## src/rtl/atten_prog_pkg.sv

```systemverilog
package atten_prog_pkg;

  localparam int LEVEL_W = 5;
  localparam int WORD_W  = 8;

  typedef enum logic [2:0] {
    ST_IDLE,
    ST_SETUP,
    ST_BIT_LO,
    ST_BIT_HI,
    ST_LE_WAIT,
    ST_LE_HI,
    ST_HOLD
  } seq_state_t;

  function automatic int max2(input int a, input int b);
    return (a > b) ? a : b;
  endfunction

  // Word = 4 * dB = 2 * half-dB level; top two bits and bit 0 stay zero.
  function automatic logic [WORD_W-1:0] build_word(input logic [LEVEL_W-1:0] level);
    return {2'b00, level, 1'b0};
  endfunction

endpackage

```

## src/rtl/atten_word_fmt.sv

```systemverilog
module atten_word_fmt
  import atten_prog_pkg::*;
#(
  parameter int IN_W = 6
) (
  input  logic [IN_W-1:0]    raw_level,
  output logic [LEVEL_W-1:0] level,
  output logic [WORD_W-1:0]  word
);

  generate
    if (IN_W > LEVEL_W) begin : g_clamp
      localparam logic [IN_W-1:0] MAX_RAW = IN_W'((1 << LEVEL_W) - 1);
      always_comb begin
        if (raw_level > MAX_RAW) level = '1;
        else                     level = raw_level[LEVEL_W-1:0];
      end
    end else begin : g_extend
      always_comb level = LEVEL_W'(raw_level);
    end
  endgenerate

  always_comb word = build_word(level);

endmodule

```

## src/rtl/atten_gap_timer.sv

```systemverilog
module atten_gap_timer #(
  parameter int GAP = 4000
) (
  input  logic clk,
  input  logic rst_n,
  input  logic kick,
  output logic done
);

  localparam int GW = $clog2(GAP + 1);
  localparam logic [GW-1:0] GAP_V = GW'(GAP);

  logic [GW-1:0] remain_q;

  always_ff @(posedge clk or negedge rst_n) begin
    if (!rst_n)                remain_q <= '0;
    else if (kick)             remain_q <= GAP_V;
    else if (remain_q != '0)   remain_q <= remain_q - 1'b1;
  end

  assign done = (remain_q == '0);

endmodule

```

## src/rtl/atten_phase_seq.sv

```systemverilog
module atten_phase_seq
  import atten_prog_pkg::*;
#(
  parameter int T_LO      = 3,
  parameter int T_HI      = 3,
  parameter int LE_SETUP  = 1,
  parameter int LE_WIDTH  = 3,
  parameter int PAR_SETUP = 10,
  parameter int PAR_HOLD  = 10
) (
  input  logic               clk,
  input  logic               rst_n,
  input  logic               start,
  input  logic               start_serial,
  input  logic [WORD_W-1:0]  start_word,
  input  logic [LEVEL_W-1:0] start_level,
  output logic               idle,
  output logic               le_rise,
  output logic               ser_data,
  output logic               ser_clk,
  output logic               latch_en,
  output logic               mode_sel,
  output logic [LEVEL_W-1:0] par_bits
);

  localparam int MAXLEN = max2(max2(max2(T_LO, T_HI), max2(LE_SETUP, LE_WIDTH)),
                               max2(PAR_SETUP, PAR_HOLD));
  localparam int CW = $clog2(MAXLEN + 1);
  localparam int BW = $clog2(WORD_W);
  localparam logic [CW-1:0] L_LO  = CW'(T_LO - 1);
  localparam logic [CW-1:0] L_HI  = CW'(T_HI - 1);
  localparam logic [CW-1:0] L_LES = CW'(LE_SETUP - 1);
  localparam logic [CW-1:0] L_LEW = CW'(LE_WIDTH - 1);
  localparam logic [CW-1:0] L_PS  = CW'(PAR_SETUP - 1);
  localparam logic [CW-1:0] L_PH  = CW'(PAR_HOLD - 1);
  localparam logic [BW-1:0] LAST_BIT = BW'(WORD_W - 1);

  seq_state_t        state_q, nxt_state;
  logic [CW-1:0]     cnt_q, nxt_cnt;
  logic [BW-1:0]     bit_q, nxt_bit;
  logic              serial_q;
  logic [WORD_W-1:0] word_q;
  logic              cnt_zero;

  assign cnt_zero = (cnt_q == '0);

  always_comb begin
    nxt_state = state_q;
    nxt_cnt   = cnt_zero ? cnt_q : cnt_q - 1'b1;
    nxt_bit   = bit_q;
    case (state_q)
      ST_IDLE: begin
        if (start) begin
          nxt_state = ST_SETUP;
          nxt_cnt   = L_PS;
        end
      end
      ST_SETUP: begin
        if (cnt_zero) begin
          if (serial_q) begin
            nxt_state = ST_BIT_LO;
            nxt_cnt   = L_LO;
            nxt_bit   = '0;
          end else begin
            nxt_state = ST_LE_HI;
            nxt_cnt   = L_LEW;
          end
        end
      end
      ST_BIT_LO: begin
        if (cnt_zero) begin
          nxt_state = ST_BIT_HI;
          nxt_cnt   = L_HI;
        end
      end
      ST_BIT_HI: begin
        if (cnt_zero) begin
          if (bit_q == LAST_BIT) begin
            nxt_state = ST_LE_WAIT;
            nxt_cnt   = L_LES;
          end else begin
            nxt_state = ST_BIT_LO;
            nxt_cnt   = L_LO;
            nxt_bit   = bit_q + 1'b1;
          end
        end
      end
      ST_LE_WAIT: begin
        if (cnt_zero) begin
          nxt_state = ST_LE_HI;
          nxt_cnt   = L_LEW;
        end
      end
      ST_LE_HI: begin
        if (cnt_zero) begin
          nxt_state = ST_HOLD;
          nxt_cnt   = L_PH;
        end
      end
      ST_HOLD: begin
        if (cnt_zero) nxt_state = ST_IDLE;
      end
      default: nxt_state = ST_IDLE;
    endcase
  end

  // Pins are registered from the next-state decode so they never glitch.
  always_ff @(posedge clk or negedge rst_n) begin
    if (!rst_n) begin
      state_q  <= ST_IDLE;
      cnt_q    <= '0;
      bit_q    <= '0;
      serial_q <= 1'b1;
      word_q   <= '0;
      ser_data <= 1'b0;
      ser_clk  <= 1'b0;
      latch_en <= 1'b0;
      mode_sel <= 1'b1;
      par_bits <= '0;
    end else begin
      state_q  <= nxt_state;
      cnt_q    <= nxt_cnt;
      bit_q    <= nxt_bit;
      if (start && state_q == ST_IDLE) begin
        serial_q <= start_serial;
        word_q   <= start_word;
        mode_sel <= start_serial;
        par_bits <= start_serial ? '0 : start_level;
      end
      ser_clk  <= (nxt_state == ST_BIT_HI);
      latch_en <= (nxt_state == ST_LE_HI);
      ser_data <= (nxt_state == ST_BIT_LO || nxt_state == ST_BIT_HI) ? word_q[nxt_bit] : 1'b0;
    end
  end

  assign idle    = (state_q == ST_IDLE);
  assign le_rise = (nxt_state == ST_LE_HI) && (state_q != ST_LE_HI);

endmodule

```

## src/rtl/atten_prog.sv

```systemverilog
module atten_prog
  import atten_prog_pkg::*;
#(
  parameter int IN_W       = 6,
  parameter int CLK_HALF   = 3,
  parameter int SI_SETUP   = 1,
  parameter int SI_HOLD    = 1,
  parameter int LE_SETUP   = 1,
  parameter int LE_WIDTH   = 3,
  parameter int PAR_SETUP  = 10,
  parameter int PAR_HOLD   = 10,
  parameter int UPDATE_GAP = 4000
) (
  input  logic               clk,
  input  logic               rst_n,
  input  logic               cmd_valid,
  output logic               cmd_ready,
  input  logic [IN_W-1:0]    cmd_level,
  input  logic               cmd_serial,
  output logic               ser_data,
  output logic               ser_clk,
  output logic               latch_en,
  output logic               mode_sel,
  output logic [LEVEL_W-1:0] par_bits
);

  localparam int T_LO = max2(CLK_HALF, SI_SETUP);
  localparam int T_HI = max2(CLK_HALF, SI_HOLD);

  logic               accept;
  logic               seq_idle;
  logic               gap_done;
  logic               le_rise_evt;
  logic [LEVEL_W-1:0] fmt_level;
  logic [WORD_W-1:0]  fmt_word;

  assign cmd_ready = seq_idle && gap_done;
  assign accept    = cmd_valid && cmd_ready;

  atten_word_fmt #(.IN_W(IN_W)) u_fmt (
    .raw_level (cmd_level),
    .level     (fmt_level),
    .word      (fmt_word)
  );

  atten_phase_seq #(
    .T_LO      (T_LO),
    .T_HI      (T_HI),
    .LE_SETUP  (LE_SETUP),
    .LE_WIDTH  (LE_WIDTH),
    .PAR_SETUP (PAR_SETUP),
    .PAR_HOLD  (PAR_HOLD)
  ) u_seq (
    .clk          (clk),
    .rst_n        (rst_n),
    .start        (accept),
    .start_serial (cmd_serial),
    .start_word   (fmt_word),
    .start_level  (fmt_level),
    .idle         (seq_idle),
    .le_rise      (le_rise_evt),
    .ser_data     (ser_data),
    .ser_clk      (ser_clk),
    .latch_en     (latch_en),
    .mode_sel     (mode_sel),
    .par_bits     (par_bits)
  );

  atten_gap_timer #(.GAP(UPDATE_GAP)) u_gap (
    .clk   (clk),
    .rst_n (rst_n),
    .kick  (le_rise_evt),
    .done  (gap_done)
  );

endmodule

```

## config.mk

```make
export PLATFORM = sky130hd
export DESIGN_NAME = atten_prog
export DESIGN_NICKNAME = d
export VERILOG_FILES = /design/src/rtl/atten_prog_pkg.sv /design/src/rtl/atten_word_fmt.sv /design/src/rtl/atten_gap_timer.sv /design/src/rtl/atten_phase_seq.sv /design/src/rtl/atten_prog.sv
export SDC_FILE = /design/constraint.sdc
export NUM_CORES = 1
export LEC_CHECK = 0
export CELL_PAD_IN_SITES_DETAIL_PLACEMENT = 0
export CELL_PAD_IN_SITES_GLOBAL_PLACEMENT = 1
export CORE_MARGIN = 5
export CORE_UTILIZATION = 45
export DETAILED_ROUTE_END_ITERATION = 8
export DONT_BUFFER_PORTS = 1
export PLACE_DENSITY = 0.73
export SLEW_MARGIN = 15
export SYNTH_ARGS = -nofsm -noshare
export SYNTH_HDL_FRONTEND = slang
export SYNTH_SLANG_ARGS = --single-unit
```

## constraint.sdc

```tcl
create_clock -name clk -period 3.4 [get_ports clk]
set_input_delay 0.34 -clock clk [delete_from_list [all_inputs] [get_ports clk]]
set_output_delay 0.34 -clock clk [all_outputs]
set_load 0.01 [all_outputs]
```

## Word level (Yosys, flattened, before mapping)

Index checks and enable logic that the tools add are counted.

| storage, ports and cells | value |
|---|---|
| bits in registers | 36 |
| bits in latches | 0 |
| RAM bits | 0 |
| memory bits (read-only) | 0 |
| bits of input ports | 10 |
| output and inout port bits | 10 |
| logic and storage cells | 66 |
| memories | 0 |

| operators by class | value |
|---|---|
| add/subtract/negate cells | 3 |
| multipliers | 0 |
| divide/modulo/power cells | 0 |
| $lt $le $gt $ge | 2 |
| equality and inequality tests | 11 |
| shift-type cells | 0 |
| mux-type cells | 29 |
| bitwise logic cells | 0 |
| reductions and logical operators | 11 |

Operators with widths:

| cell | number |
|---|---|
| $mux 3 | 13 |
| $mux 12 | 2 |
| $pmux 3 s7 | 1 |
| $mux 4 | 5 |
| $pmux 4 s4 | 1 |
| $eq 3x3->1 const B | 5 |
| $eq 3x2->1 const B | 4 |
| $logic_not 12->1 | 1 |
| $reduce_bool 12->1 | 1 |
| $sub 12x1->12 const B | 1 |
| $mux 5 | 2 |
| $gt 6x5->1 const B | 1 |
| $pmux 3 s2 | 1 |
| $logic_and 1x1->1 | 4 |
| $logic_not 4->1 | 1 |
| $lt 3x4->1 const B | 1 |
| $sub 4x1->4 const B | 1 |
| $add 3x1->3 const B | 1 |
| $bmux 1 s3 | 1 |
| $eq 3x1->1 const B | 1 |
| $logic_not 3->1 | 1 |
| $ne 3x3->1 const B | 1 |
| $reduce_or 3->1 | 1 |
| $mux 1 | 2 |
| other kinds (3) | 3 |

## Depth between registers and ports, before layout

Gate-level depths: netlist of the first run.

| logic depth | value |
|---|---|
| depth in word-level cells | 8 |
| depth in mapped cells | 9 |
| mapped depth without buffers | 9 |

## By module

Synthesis of the first run repeated with hierarchy kept, for this count alone.

| second synthesis, totals | value |
|---|---|
| cell total of the unflattened synthesis | 233 |
| area total of the unflattened synthesis | 2280.9 µm² |

By module, submodules not included:

| module | instances | cells each | area each (µm²) | seq. area each (µm²) |
|---|---|---|---|---|
| atten_phase_seq | 1 | 150 | 1506.4 | 676.9 |
| atten_gap_timer | 1 | 67 | 666.9 | 300.3 |
| atten_word_fmt | 1 | 14 | 95.1 | 0.0 |
| atten_prog | 1 | 2 | 12.5 | 0.0 |

## Least setup slack after synthesis of the first run

No wires, ideal clock.

| path | value |
|---|---|
| path kind | reg2reg |
| start | reg u_seq.cnt_q[0] |
| end | reg u_gap.remain_q[1] |
| library setup time | 95 ps |
| arrival time | 1887 ps |
| required time | 3305 ps |
| slack | 1419 ps |
| stages on the path, launching flop included | 9 |
| path buffers | 0 |
| period minus slack after synthesis | 1981 ps |
| cells stage by stage | dfrtp_1 -> inv_1 -> ha_1 -> nor3b_2 -> inv_2 -> o21ba_2 -> o21a_1 -> o211a_1 -> a211oi_1 |

| on the way | value |
|---|---|
| longest elaborated chain between the ends | 6 |
| elaborated cells on any way between the ends | 12 |
| classes of those cells | 1 x eq/ne; 8 x mux; 3 x reduce/logical |

Ends and longest elaborated chain:

| item | line | source |
|---|---|---|
| start, declared | atten_phase_seq.sv:39 | `logic [CW-1:0] cnt_q, nxt_cnt;` |
| start signal, assigned | atten_phase_seq.sv:122 | `cnt_q <= nxt_cnt;` |
| $logic_not 4->1 (*) | atten_phase_seq.sv:45 | `assign cnt_zero = (cnt_q == '0);` |
| $mux 3 (tied with other cells) | atten_phase_seq.sv:101 | `if (cnt_zero) nxt_state = ST_IDLE;` |
| $pmux 3 s7 (*) | atten_phase_seq.sv:51 | `case (state_q)` |
| $eq 3x3->1 (*) | atten_phase_seq.sv:137 | `assign le_rise = (nxt_state == ST_LE_HI) && (state_q != ST_LE_HI);` |
| $logic_and 1x1->1 (*) | atten_phase_seq.sv:137 |  |
| $mux 12 / $reduce_bool 2->1 (equally long branches) | n/a |  |
| end signal, assigned | atten_gap_timer.sv:18 | `else if (remain_q != '0) remain_q <= remain_q - 1'b1;` |
| end, declared | atten_gap_timer.sv:13 | `logic [GW-1:0] remain_q;` |

Every way passes the cells marked *; elsewhere a longest branch is shown, timed or not.
A chain may end at the register's enable or synchronous reset.

## Worst setup path after layout of the first run

| path | value |
|---|---|
| start | reg u_gap.remain_q[7] |
| end | reg u_seq.cnt_q[1] |

| on the way | value |
|---|---|
| longest elaborated chain between the ends | 5 |

Ends and longest elaborated chain:

| item | line | source |
|---|---|---|
| $logic_not 12->1 | atten_gap_timer.sv:21 | `assign done = (remain_q == '0);` |
| $logic_and 1x1->1 | atten_prog.sv:37 | `assign cmd_ready = seq_idle && gap_done;` |
| $logic_and 1x1->1 | atten_prog.sv:38 | `assign accept = cmd_valid && cmd_ready;` |
| $mux 4 | atten_phase_seq.sv:53 | `if (start) begin` |
| $pmux 4 s4 | atten_phase_seq.sv:51 |  |
| named net u_seq.nxt_cnt[1] | atten_phase_seq.sv:39 |  |

The timed path passes the listed nets, and every way through them passes these cells.

==> results of run 1 <==
-- cells in the mapped netlist, types with 5 or more instances --
cell	n	area, um2
sky130_fd_sc_hd__ha_1	6	75.1
sky130_fd_sc_hd__nor3_1	6	30.0
sky130_fd_sc_hd__o31ai_1	7	52.6
sky130_fd_sc_hd__xor2_1	7	61.3
sky130_fd_sc_hd__nand3_1	6	30.0
sky130_fd_sc_hd__dfrtp_1	35	876
sky130_fd_sc_hd__nand4_1	5	31.3
sky130_fd_sc_hd__nor2_1	25	93.8
sky130_fd_sc_hd__inv_1	9	33.8
sky130_fd_sc_hd__o211ai_1	5	37.5
sky130_fd_sc_hd__o21ai_0	11	55.1
sky130_fd_sc_hd__a21oi_1	5	25.0
sky130_fd_sc_hd__nand2_1	22	82.6
sky130_fd_sc_hd__clkbuf_1	5	18.8
-- how the worst min path moves through the flow --
stage	end	slack, ns	cells past startpoint	startpoint
2_1_floorplan	u_gap.remain_q[0]$_DFFE_PN0P_	0.04	0	rst_n
3_3_place_gp	u_seq.state_q[0]$_DFF_PN0_	0.05	0	rst_n
3_5_place_dp	u_seq.state_q[2]$_DFF_PN0_	0.05	0	rst_n
4_1_cts	u_seq.par_bits[0]$_DFFE_PN0P_	0.14	1	cmd_serial
5_1_grt	u_seq.par_bits[0]$_DFFE_PN0P_	0.13	1	cmd_serial
6_report	u_seq.par_bits[0]$_DFFE_PN0P_	0.15	1	cmd_serial
-- logic make-up (layout without fill, tap and decap cells) --
logic type | count (synthesis) | in the layout | share of synthesized area
compound gates | 45 | 45 | 0.160
buf+inv | 19 | 22 | 0.0430
xor+xnor | 10 | 10 | 0.0442
flops | 36 | 36 | 0.455
simple gates | 90 | 90 | 0.244
mux | 3 | 3 | 0.0158
fa+ha+maj | 6 | 6 | 0.0379
-- routing by layer --
metal | routed length, um | up-vias | global-route usage | part of all wire
met2 | 1930 | 46 | 0.226 | 0.46
met4 | 91 | 0 | 0.0629 | 0.021
met3 | 231 | 8 | 0.0473 | 0.054
met5 | 0 | - | 0 | 0
li1 | - | 752 | - | -
met1 | 1990 | 726 | 0.210 | 0.47
-- worst max-delay path, stage by stage, from the launching register on --
cell	delay [ns]
sky130_fd_sc_hd__dfrtp_1	0.45
sky130_fd_sc_hd__nor4_1	0.49
sky130_fd_sc_hd__and4_1	0.44
sky130_fd_sc_hd__nand3_1	0.38
sky130_fd_sc_hd__a221oi_1	0.44
sky130_fd_sc_hd__a211oi_1	0.08
-- where the power goes --
part | internal [mW] | total (mW) | switching [mW]
Clock | 0.217 | 0.372 | 0.155
Combinational | 0.00413 | 0.0145 | 0.0104
Sequential | 0.428 | 0.428 | 0
-- final cells by class --
class / instances / area, um2
inverters: 10 / 37.5
fillers: 417 / 2170
well taps: 52 / 65.1
clock buffers: 5 / 68.8
clock inverters: 3 / 42.5
flip-flops and latches: 36 / 902
multi-input cells: 154 / 993
repair buffers: 4 / 45.0
-- registers in the layout (all words and copies together), names as in the netlist --
| signal | flops |
|---|---|
| u_gap.remain_q | 12 |
| u_seq.bit_q | 3 |
| u_seq.cnt_q | 4 |
| u_seq.latch_en | 1 |
| u_seq.par_bits | 5 |
| u_seq.ser_clk | 1 |
| u_seq.ser_data | 1 |
| u_seq.serial_q | 1 |
| u_seq.state_q | 3 |
| u_seq.word_q | 5 |
-- per-stage QoR --
stage / setup slack (ns) / instances / instance area, um2 / hold WS, ns
6_report: 0.995 / 264 / 2150 / 0.146
5_1_grt: 0.795 / 264 / 2150 / 0.134
4_1_cts: 1.03 / 264 / 2150 / 0.139
3_5_place_dp: 1.07 / 254 / 2010 / 0.0464
3_3_place_gp: 1.04 / 254 / 2010 / 0.0462
2_1_floorplan: 1.42 / 209 / 1980 / 0.0444
==> impl_metrics.json, run 1 <==
{
  "outcome": "finished, final reports clean",
  "number_of_library_cell_types_mapped_by_synthesis": 50,
  "post_cts_resize_count": 0,
  "syn-num-nets": 225,
  "cts_sinks": 36,
  "max_clock_freq_ghz": 0.416,
  "worst_setup_path_end_kind": "register",
  "synth.ff_latch_count": 36,
  "clkSlewWorstSetupHoldPaths_ns": 0.08,
  "power.density_cell_area_mw_per_mm2": 378,
  "io_pins": 20,
  "cp-start-kind": "register",
  "arrival_ns": 2.56,
  "rsz0062_at_grt": "false",
  "asyncSetResetFlopFracSynth": 1.00,
  "report.final.hold_viol_count": 0,
  "wire_per_inst_um": 16.1,
  "final_period_minus_worst_setup_slack_ns": 2.40,
  "number_of_nets_in_the_final_layout": 227,
  "vias": 1532,
  "die_h_um": 76.3,
  "setup.worst_path.start": "u_gap.remain_q[7]$_DFFE_PN0P_",
  "cts_inserted_buffers": 5,
  "holdCritPathClass": "primary input to register",
  "cts.root.buffer_cell": "sky130_fd_sc_hd__clkbuf_8",
  "utilization": 0.498,
  "synth_seq_area_share": 0.455,
  "worst_clock_skew_ns": 0.00639,
  "start_util": 0.458,
  "total_leakage_power_nw": 0.858,
  "site_row_count": 24,
  "crit_required_ns": 3.56,
  "syn_area_mm2": 0.00198,
  "insertion_delay_ns": 0.29,
  "first_pass_iters": 4,
  "pin_count_of_the_biggest_net_entering_global_routing": 37,
  "htree_num_levels": 2,
  "first_pass_grt_wire_length_um": 7320,
  "first_global_vias": 1531,
  "core_area_mm2": 0.00432,
  "tritoncts": "yes",
  "area_growth_syn_to_layout_pct": 8.78,
  "timing.final.setup_violations": 0,
  "initialDrtViolationCount": 97,
  "syn-instance-count": 209,
  "drc_errors": 0,
  "period_share": 0.707,
  "final_antenna_net_count": 0,
  "post_cts_buffers": 0,
  "slew_headroom": 0.608,
  "avgSynthCellArea_um2": 9.48,
  "place_hpwl_um": 3090,
  "ff2ff_setup_slack_ns": 1.0,
  "cts_max_path_buffers": 2,
  "placement.io_buffers": 0,
  "drv_cap": 0,
  "insertedDiodeCount": 0,
  "slew_viol_final": 0,
  "wirelength_um": 4240,
  "fin_setup_tns_ns": 0,
  "worstRegToRegCells": 5,
  "share_of_layout_cells_above_drive_strength_1": 0.0943,
  "hold_bufs_at_cts": 2,
  "reg2reg_from": "u_gap.remain_q[7]$_DFFE_PN0P_",
  "r2r_end": "u_seq.cnt_q[1]$_DFF_PN0_",
  "initial_antenna_violation_count": 0,
  "setup.worst_path.end": "u_seq.cnt_q[1]$_DFF_PN0_",
  "vdd_drop_max_uv": 284,
  "tightestPinTransition_ns": 0.589,
  "die_area_mm2": 0.00583,
  "worst-setup-path-type": "register to register",
  "report.power.total_uw": 814,
  "critPathMaxFanout": 12,
  "grt.overflow.total": 0,
  "finalWeightedCongestion": 0.831,
  "most_frequent_standard_cell_in_the_layout_excluding_fill_and_tap_cells": "sky130_fd_sc_hd__dfrtp_1",
  "globalRouteTotalUtil": 0.154,
  "vias_per_cell": 5.80,
  "floorplan.die.width_um": 76.3,
  "synth-main-ff-cell": "sky130_fd_sc_hd__dfrtp_1",
  "ys_warn_count": 0,
  "synth_edf_count": 0,
  "mostFrequentLayoutCells": "35 x sky130_fd_sc_hd__dfrtp_1, 25 x sky130_fd_sc_hd__nor2_1, 22 x sky130_fd_sc_hd__nand2_1"
}
(Power assumes the default switching activity.)
==> run 2, diff against run 1 <==
- CORE_UTILIZATION: 45 -> 44
- PLACE_DENSITY: 0.73 -> 0.74
- clock period: 3.4 -> 2 ns (I/O delays scaled with it)
==> impl_metrics.json, run 2 (synthesis results as in run 1) <==
{
  "outcome": "finished, final reports clean",
  "finalWeightedCongestion": 0.882,
  "first_global_vias": 1696,
  "share_of_layout_cells_above_drive_strength_1": 0.259,
  "holdCritPathClass": "primary input to register",
  "tightestPinTransition_ns": 0.637,
  "cts_inserted_buffers": 5,
  "most_frequent_standard_cell_in_the_layout_excluding_fill_and_tap_cells": "sky130_fd_sc_hd__dfrtp_1",
  "grt.overflow.total": 0,
  "core_area_mm2": 0.00435,
  "placement.io_buffers": 0,
  "layout_top_registers": "u_gap.remain_q: 12 flops, u_seq.par_bits: 5 flops, u_seq.word_q: 5 flops",
  "number_of_nets_in_the_final_layout": 258,
  "globalRouteTotalUtil": 0.165,
  "die_h_um": 77.1,
  "first_pass_iters": 4,
  "floorplan.die.width_um": 77.1,
  "io_pins": 20,
  "worstRegToRegCells": 8,
  "rsz0062_at_grt": "true",
  "worst_path_largest_cell_delay_ns": 0.39,
  "htree_num_levels": 2,
  "mostFrequentLayoutCells": "35 x sky130_fd_sc_hd__dfrtp_1, 31 x sky130_fd_sc_hd__buf_4, 25 x sky130_fd_sc_hd__nor2_1",
  "critical_path_depth": 8,
  "largest_register_ff_count": 12,
  "slew_headroom": 0.572,
  "first_pass_grt_wire_length_um": 7950,
  "crit_required_ns": 2.20,
  "report.final.hold_viol_count": 0,
  "arrival_ns": 2.17,
  "kind_of_cell_with_the_highest_combined_delay_on_the_critical_path": "compound AO/OA/AOI/OAI gates",
  "worst_clock_skew_ns": 0.00603,
  "regMostFlops": "u_gap.remain_q",
  "vdd_drop_max_uv": 379,
  "worst-path-buf-inv": 2,
  "area_growth_syn_to_layout_pct": 25.3,
  "fin_setup_tns_ns": 0,
  "insertion_delay_ns": 0.29,
  "die_area_mm2": 0.00594,
  "vias_per_cell": 5.63,
  "final_antenna_net_count": 0,
  "pre_cts_ws_ns": -0.0850,
  "initialDrtViolationCount": 170,
  "ff2ff_setup_slack_ns": 0.03,
  "power.density_cell_area_mw_per_mm2": 563,
  "insertedDiodeCount": 0,
  "max_clock_freq_ghz": 0.508,
  "total_leakage_power_nw": 1.03,
  "setup_ws_ns": 0.0301,
  "pin_count_of_the_biggest_net_entering_global_routing": 37,
  "place_hpwl_um": 3280,
  "wire_per_inst_um": 16.0,
  "start_util": 0.455,
  "crit_path_cell_chain": "inv_2, ha_4, nand4bb_1, o31a_1, a311oi_2, buf_4, o221ai_2, a221oi_2",
  "cts_sinks": 36,
  "final_period_minus_worst_setup_slack_ns": 1.97,
  "cp-start-kind": "register",
  "site_row_count": 24,
  "period_share": 0.985,
  "slew_viol_final": 0,
  "number_of_cells_on_the_worst_hold_path": 1,
  "worst_setup_path_end_kind": "register",
  "drc_errors": 0,
  "initial_antenna_violation_count": 0,
  "wirelength_um": 4720,
  "tritoncts": "yes",
  "worst-setup-path-type": "register to register",
  "crit_slowest_cell": "sky130_fd_sc_hd__dfrtp_1",
  "timing.final.setup_violations": 0,
  "cts_max_path_buffers": 2,
  "clkSlewWorstSetupHoldPaths_ns": 0.08,
  "critPathMaxFanout": 4,
  "vias": 1660,
  "cts.root.buffer_cell": "sky130_fd_sc_hd__clkbuf_8",
  "drv_cap": 0
}
[run 2: cell types whose count changed in the layout (fill, tap and decap cells not counted), moves of 2 or more]
cell                            previous run  this run
sky130_fd_sc_hd__buf_4                     2        31
sky130_fd_sc_hd__dlygate4sd3_1             1         3
sky130_fd_sc_hd__inv_1                     9         7
sky130_fd_sc_hd__inv_2                     1         3
sky130_fd_sc_hd__o21ai_0                  11         8
sky130_fd_sc_hd__o21ai_1                   0         2
[run 2: stage by stage]
step,cells,hold slack [ns],util,area [um2],power (mW)
finish,295,0.0537,0.570,2480,1.40
detailed placement,279,-0.0943,0.505,2200,0.746
floorplan,209,-0.0956,-,1980,0.745
CTS,291,0.00184,0.550,2390,1.42
global placement,279,-0.0940,0.505,2200,0.746
global route,295,0.0397,0.570,2480,1.46
[run 2: what timing repair did]
item / CTS / global route
hold endpoints to repair: 39 / 2
gates cloned: 0 / 0
gates resized for setup: 7 / 14
setup buffers: 1 / 3
pin swaps: 5 / 8
hold buffers: 3 / 1
setup endpoints to repair: 13 / 24
[run 2: final timing paths]
check | from | endpoint
setup reg to reg | u_seq.cnt_q[0]$_DFF_PN0_ | u_seq.ser_data$_DFF_PN0_
hold / removal | cmd_serial | u_seq.serial_q$_DFFE_PN1P_
max in group asynchronous | rst_n | u_seq.serial_q$_DFFE_PN1P_
setup / recovery | u_seq.cnt_q[0]$_DFF_PN0_ | u_seq.ser_data$_DFF_PN0_
min in group asynchronous | rst_n | u_seq.cnt_q[3]$_DFF_PN0_
hold reg to reg | u_seq.word_q[4]$_DFFE_PN0P_ | u_seq.word_q[4]$_DFFE_PN0P_
[run 2: power breakdown]
| part | leakage (nW) | total (mW) | switching (mW) | internal (mW) |
|---|---|---|---|---|
| Clock | 0.0541 | 0.642 | 0.273 | 0.369 |
| Sequential | 0.448 | 0.727 | 0 | 0.727 |
| Combinational | 0.530 | 0.0282 | 0.0185 | 0.00966 |
| Total | 1.03 | 1.40 | 0.291 | 1.11 |
[run 2: final cells by class]
type | count | area [um2]
multi-input cells | 154 | 1080
clock inverters | 3 | 42.5
repair buffers | 35 | 283
flip-flops and latches | 36 | 902
fillers | 379 | 1870
inverters | 10 | 37.5
well taps | 52 | 65.1
clock buffers | 5 | 68.8
[run 2: layer usage]
metal / up-vias / part of all wire / GRT usage
met1: 796 / 0.44 / 0.202
met3: 10 / 0.044 / 0.0609
met2: 39 / 0.49 / 0.265
li1: 815 / - / -
met5: - / 0 / 0
met4: 0 / 0.021 / 0.0584
==> run 3, diff against run 2 <==
- CORE_MARGIN: 5 -> 2
==> impl_metrics.json, run 3 (synthesis results as in run 1) <==
{
  "outcome": "finished, final reports clean",
  "switching_power_uw": 281,
  "cts_sinks": 36,
  "final_period_minus_worst_setup_slack_ns": 2.00,
  "first_global_vias": 1661,
  "p_int_mw": 1.11,
  "tritoncts": "yes",
  "cts.root.buffer_cell": "sky130_fd_sc_hd__clkbuf_8",
  "initialDrtViolationCount": 117,
  "tightestPinTransition_ns": 0.623,
  "dp_cells": 276,
  "area_growth_syn_to_layout_pct": 23.8,
  "layout.cells.non_filler": 294,
  "nFillCells": 376,
  "total_leakage_power_nw": 1.02,
  "layout_top_registers": "u_gap.remain_q: 12 flops, u_seq.par_bits: 5 flops, u_seq.word_q: 5 flops",
  "cts_inserted_buffers": 5,
  "floorplan.die.width_um": 71.1,
  "power_switching_share": 0.202,
  "timing.final.setup_violations": 0,
  "regMostFlops": "u_gap.remain_q",
  "initial_antenna_violation_count": 0,
  "share_seq_of_total_power": 0.525,
  "cp-start-kind": "register",
  "slew_viol_final": 0,
  "vias_per_cell": 5.69,
  "holdCritPathClass": "primary input to register",
  "place_hpwl_um": 3280,
  "wire_per_inst_um": 15.8,
  "max_clock_freq_ghz": 0.501,
  "clkSlewWorstSetupHoldPaths_ns": 0.07,
  "htree_num_levels": 2,
  "power.share.clock": 0.456,
  "core_area_mm2": 0.00435,
  "p_comb_frac": 0.019,
  "first_pass_iters": 4,
  "start_util": 0.455,
  "layout.cell_area.non_filler_mm2": 0.00245,
  "worst_clock_skew_ns": 0.00764,
  "worst-setup-path-type": "register to register",
  "rsz0062_at_grt": "true",
  "insertedDiodeCount": 0,
  "die_h_um": 71.1,
  "globalRouteTotalUtil": 0.203,
  "vdd_drop_max_uv": 417,
  "report.final.hold_viol_count": 0,
  "site_row_count": 24,
  "arrival_ns": 2.18,
  "insertion_delay_ns": 0.29,
  "critPathMaxFanout": 5,
  "mostFrequentLayoutCells": "34 x sky130_fd_sc_hd__dfrtp_1, 31 x sky130_fd_sc_hd__buf_4, 25 x sky130_fd_sc_hd__nor2_1",
  "number_of_nets_in_the_final_layout": 257,
  "period_share": 0.998,
  "share_of_layout_cells_above_drive_strength_1": 0.244,
  "drc_errors": 0,
  "drv_cap": 0,
  "power.density_cell_area_mw_per_mm2": 566,
  "utilization": 0.563,
  "worst_setup_path_end_kind": "register",
  "vias": 1674,
  "placed_cell_area_mm2": 0.00218,
  "fin_setup_tns_ns": 0,
  "grt.overflow.total": 0,
  "slew_headroom": 0.582,
  "final_antenna_net_count": 0,
  "most_frequent_standard_cell_in_the_layout_excluding_fill_and_tap_cells": "sky130_fd_sc_hd__dfrtp_1",
  "first_pass_grt_wire_length_um": 7970,
  "cts_max_path_buffers": 2,
  "largest_register_ff_count": 12,
  "die_area_mm2": 0.00505,
  "finalWeightedCongestion": 0.804,
  "pin_count_of_the_biggest_net_entering_global_routing": 37,
  "crit_required_ns": 2.18,
  "io_pins": 20,
  "placement.io_buffers": 0,
  "wirelength_um": 4650
}
-- run 3: layout make-up --
cell class | instances | area (um2) | area share
clock buffer | 6 | 72.6 | 0.0296
clock inverter | 2 | 35.0 | 0.0143
inverter | 10 | 37.5 | 0.0153
multi-input combinational | 154 | 1060 | 0.434
sequential | 36 | 903 | 0.369
tap | 52 | 65.1 | 0.0265
timing repair buffer | 34 | 273 | 0.111
-- run 3: through the flow --
step           hold slack (ns)  setup WS, ns  power, mW
6_report               0.00979       0.00307       1.39
5_1_grt                0.00568        -0.119       1.45
4_1_cts                0.00111       0.00184       1.40
3_5_place_dp           -0.0943        -0.128      0.746
3_3_place_gp           -0.0942       -0.0442      0.746
2_1_floorplan          -0.0956        0.0187      0.745
-- run 3: repair_timing --
item / CTS / global route
setup endpoints to repair: 13 / 22
hold buffers: 2 / 1
pin swaps: 3 / 6
hold endpoints to repair: 36 / 4
setup buffers: 1 / 6
resized for setup: 6 / 12
-- run 3: final timing paths --
| path | from | endpoint | slack [ns] | cells after the start |
|---|---|---|---|---|
| min in group asynchronous | rst_n | u_seq.cnt_q[3]$_DFF_PN0_ | 0.36 | 2 |
| worst max-delay path | u_gap.remain_q[3]$_DFFE_PN0P_ | u_gap.remain_q[10]$_DFFE_PN0P_ | 0.003 | 5 |
| worst min-delay path | cmd_serial | u_seq.par_bits[4]$_DFFE_PN0P_ | 0.01 | 1 |
| max in group asynchronous | rst_n | u_seq.serial_q$_DFFE_PN1P_ | 1.38 | 2 |
| worst min register to register | u_seq.word_q[4]$_DFFE_PN0P_ | u_seq.word_q[4]$_DFFE_PN0P_ | 0.50 | 2 |
| worst max register to register | u_gap.remain_q[3]$_DFFE_PN0P_ | u_gap.remain_q[10]$_DFFE_PN0P_ | 0.003 | 5 |
-- run 3: per-layer routing --
layer	routed length (um)	GRT usage	vias to the layer above
li1	-	-	812
met1	2080	0.249	818
met2	2280	0.335	40
met3	235	0.0655	4
met4	50	0.0713	0
met5	0	0	-
-- run 3: power groups by stage --
stage | Sequential [mW] | Combinational (mW) | Clock [mW]
3_5_place_dp | 0.742 | 0.00462 | 0
3_3_place_gp | 0.742 | 0.00447 | 0
4_1_cts | 0.727 | 0.0260 | 0.648
5_1_grt | 0.727 | 0.0312 | 0.691
2_1_floorplan | 0.742 | 0.00347 | 0
6_report | 0.728 | 0.0269 | 0.632
-- run 3: critical path, stage by stage, from the launching register on --
cell and delay, ns:
sky130_fd_sc_hd__dfrtp_1 0.45, sky130_fd_sc_hd__or4_4 0.58, sky130_fd_sc_hd__nor3_4 0.16, sky130_fd_sc_hd__or4b_1 0.47, sky130_fd_sc_hd__xor2_1 0.17, sky130_fd_sc_hd__nand2_1 0.07
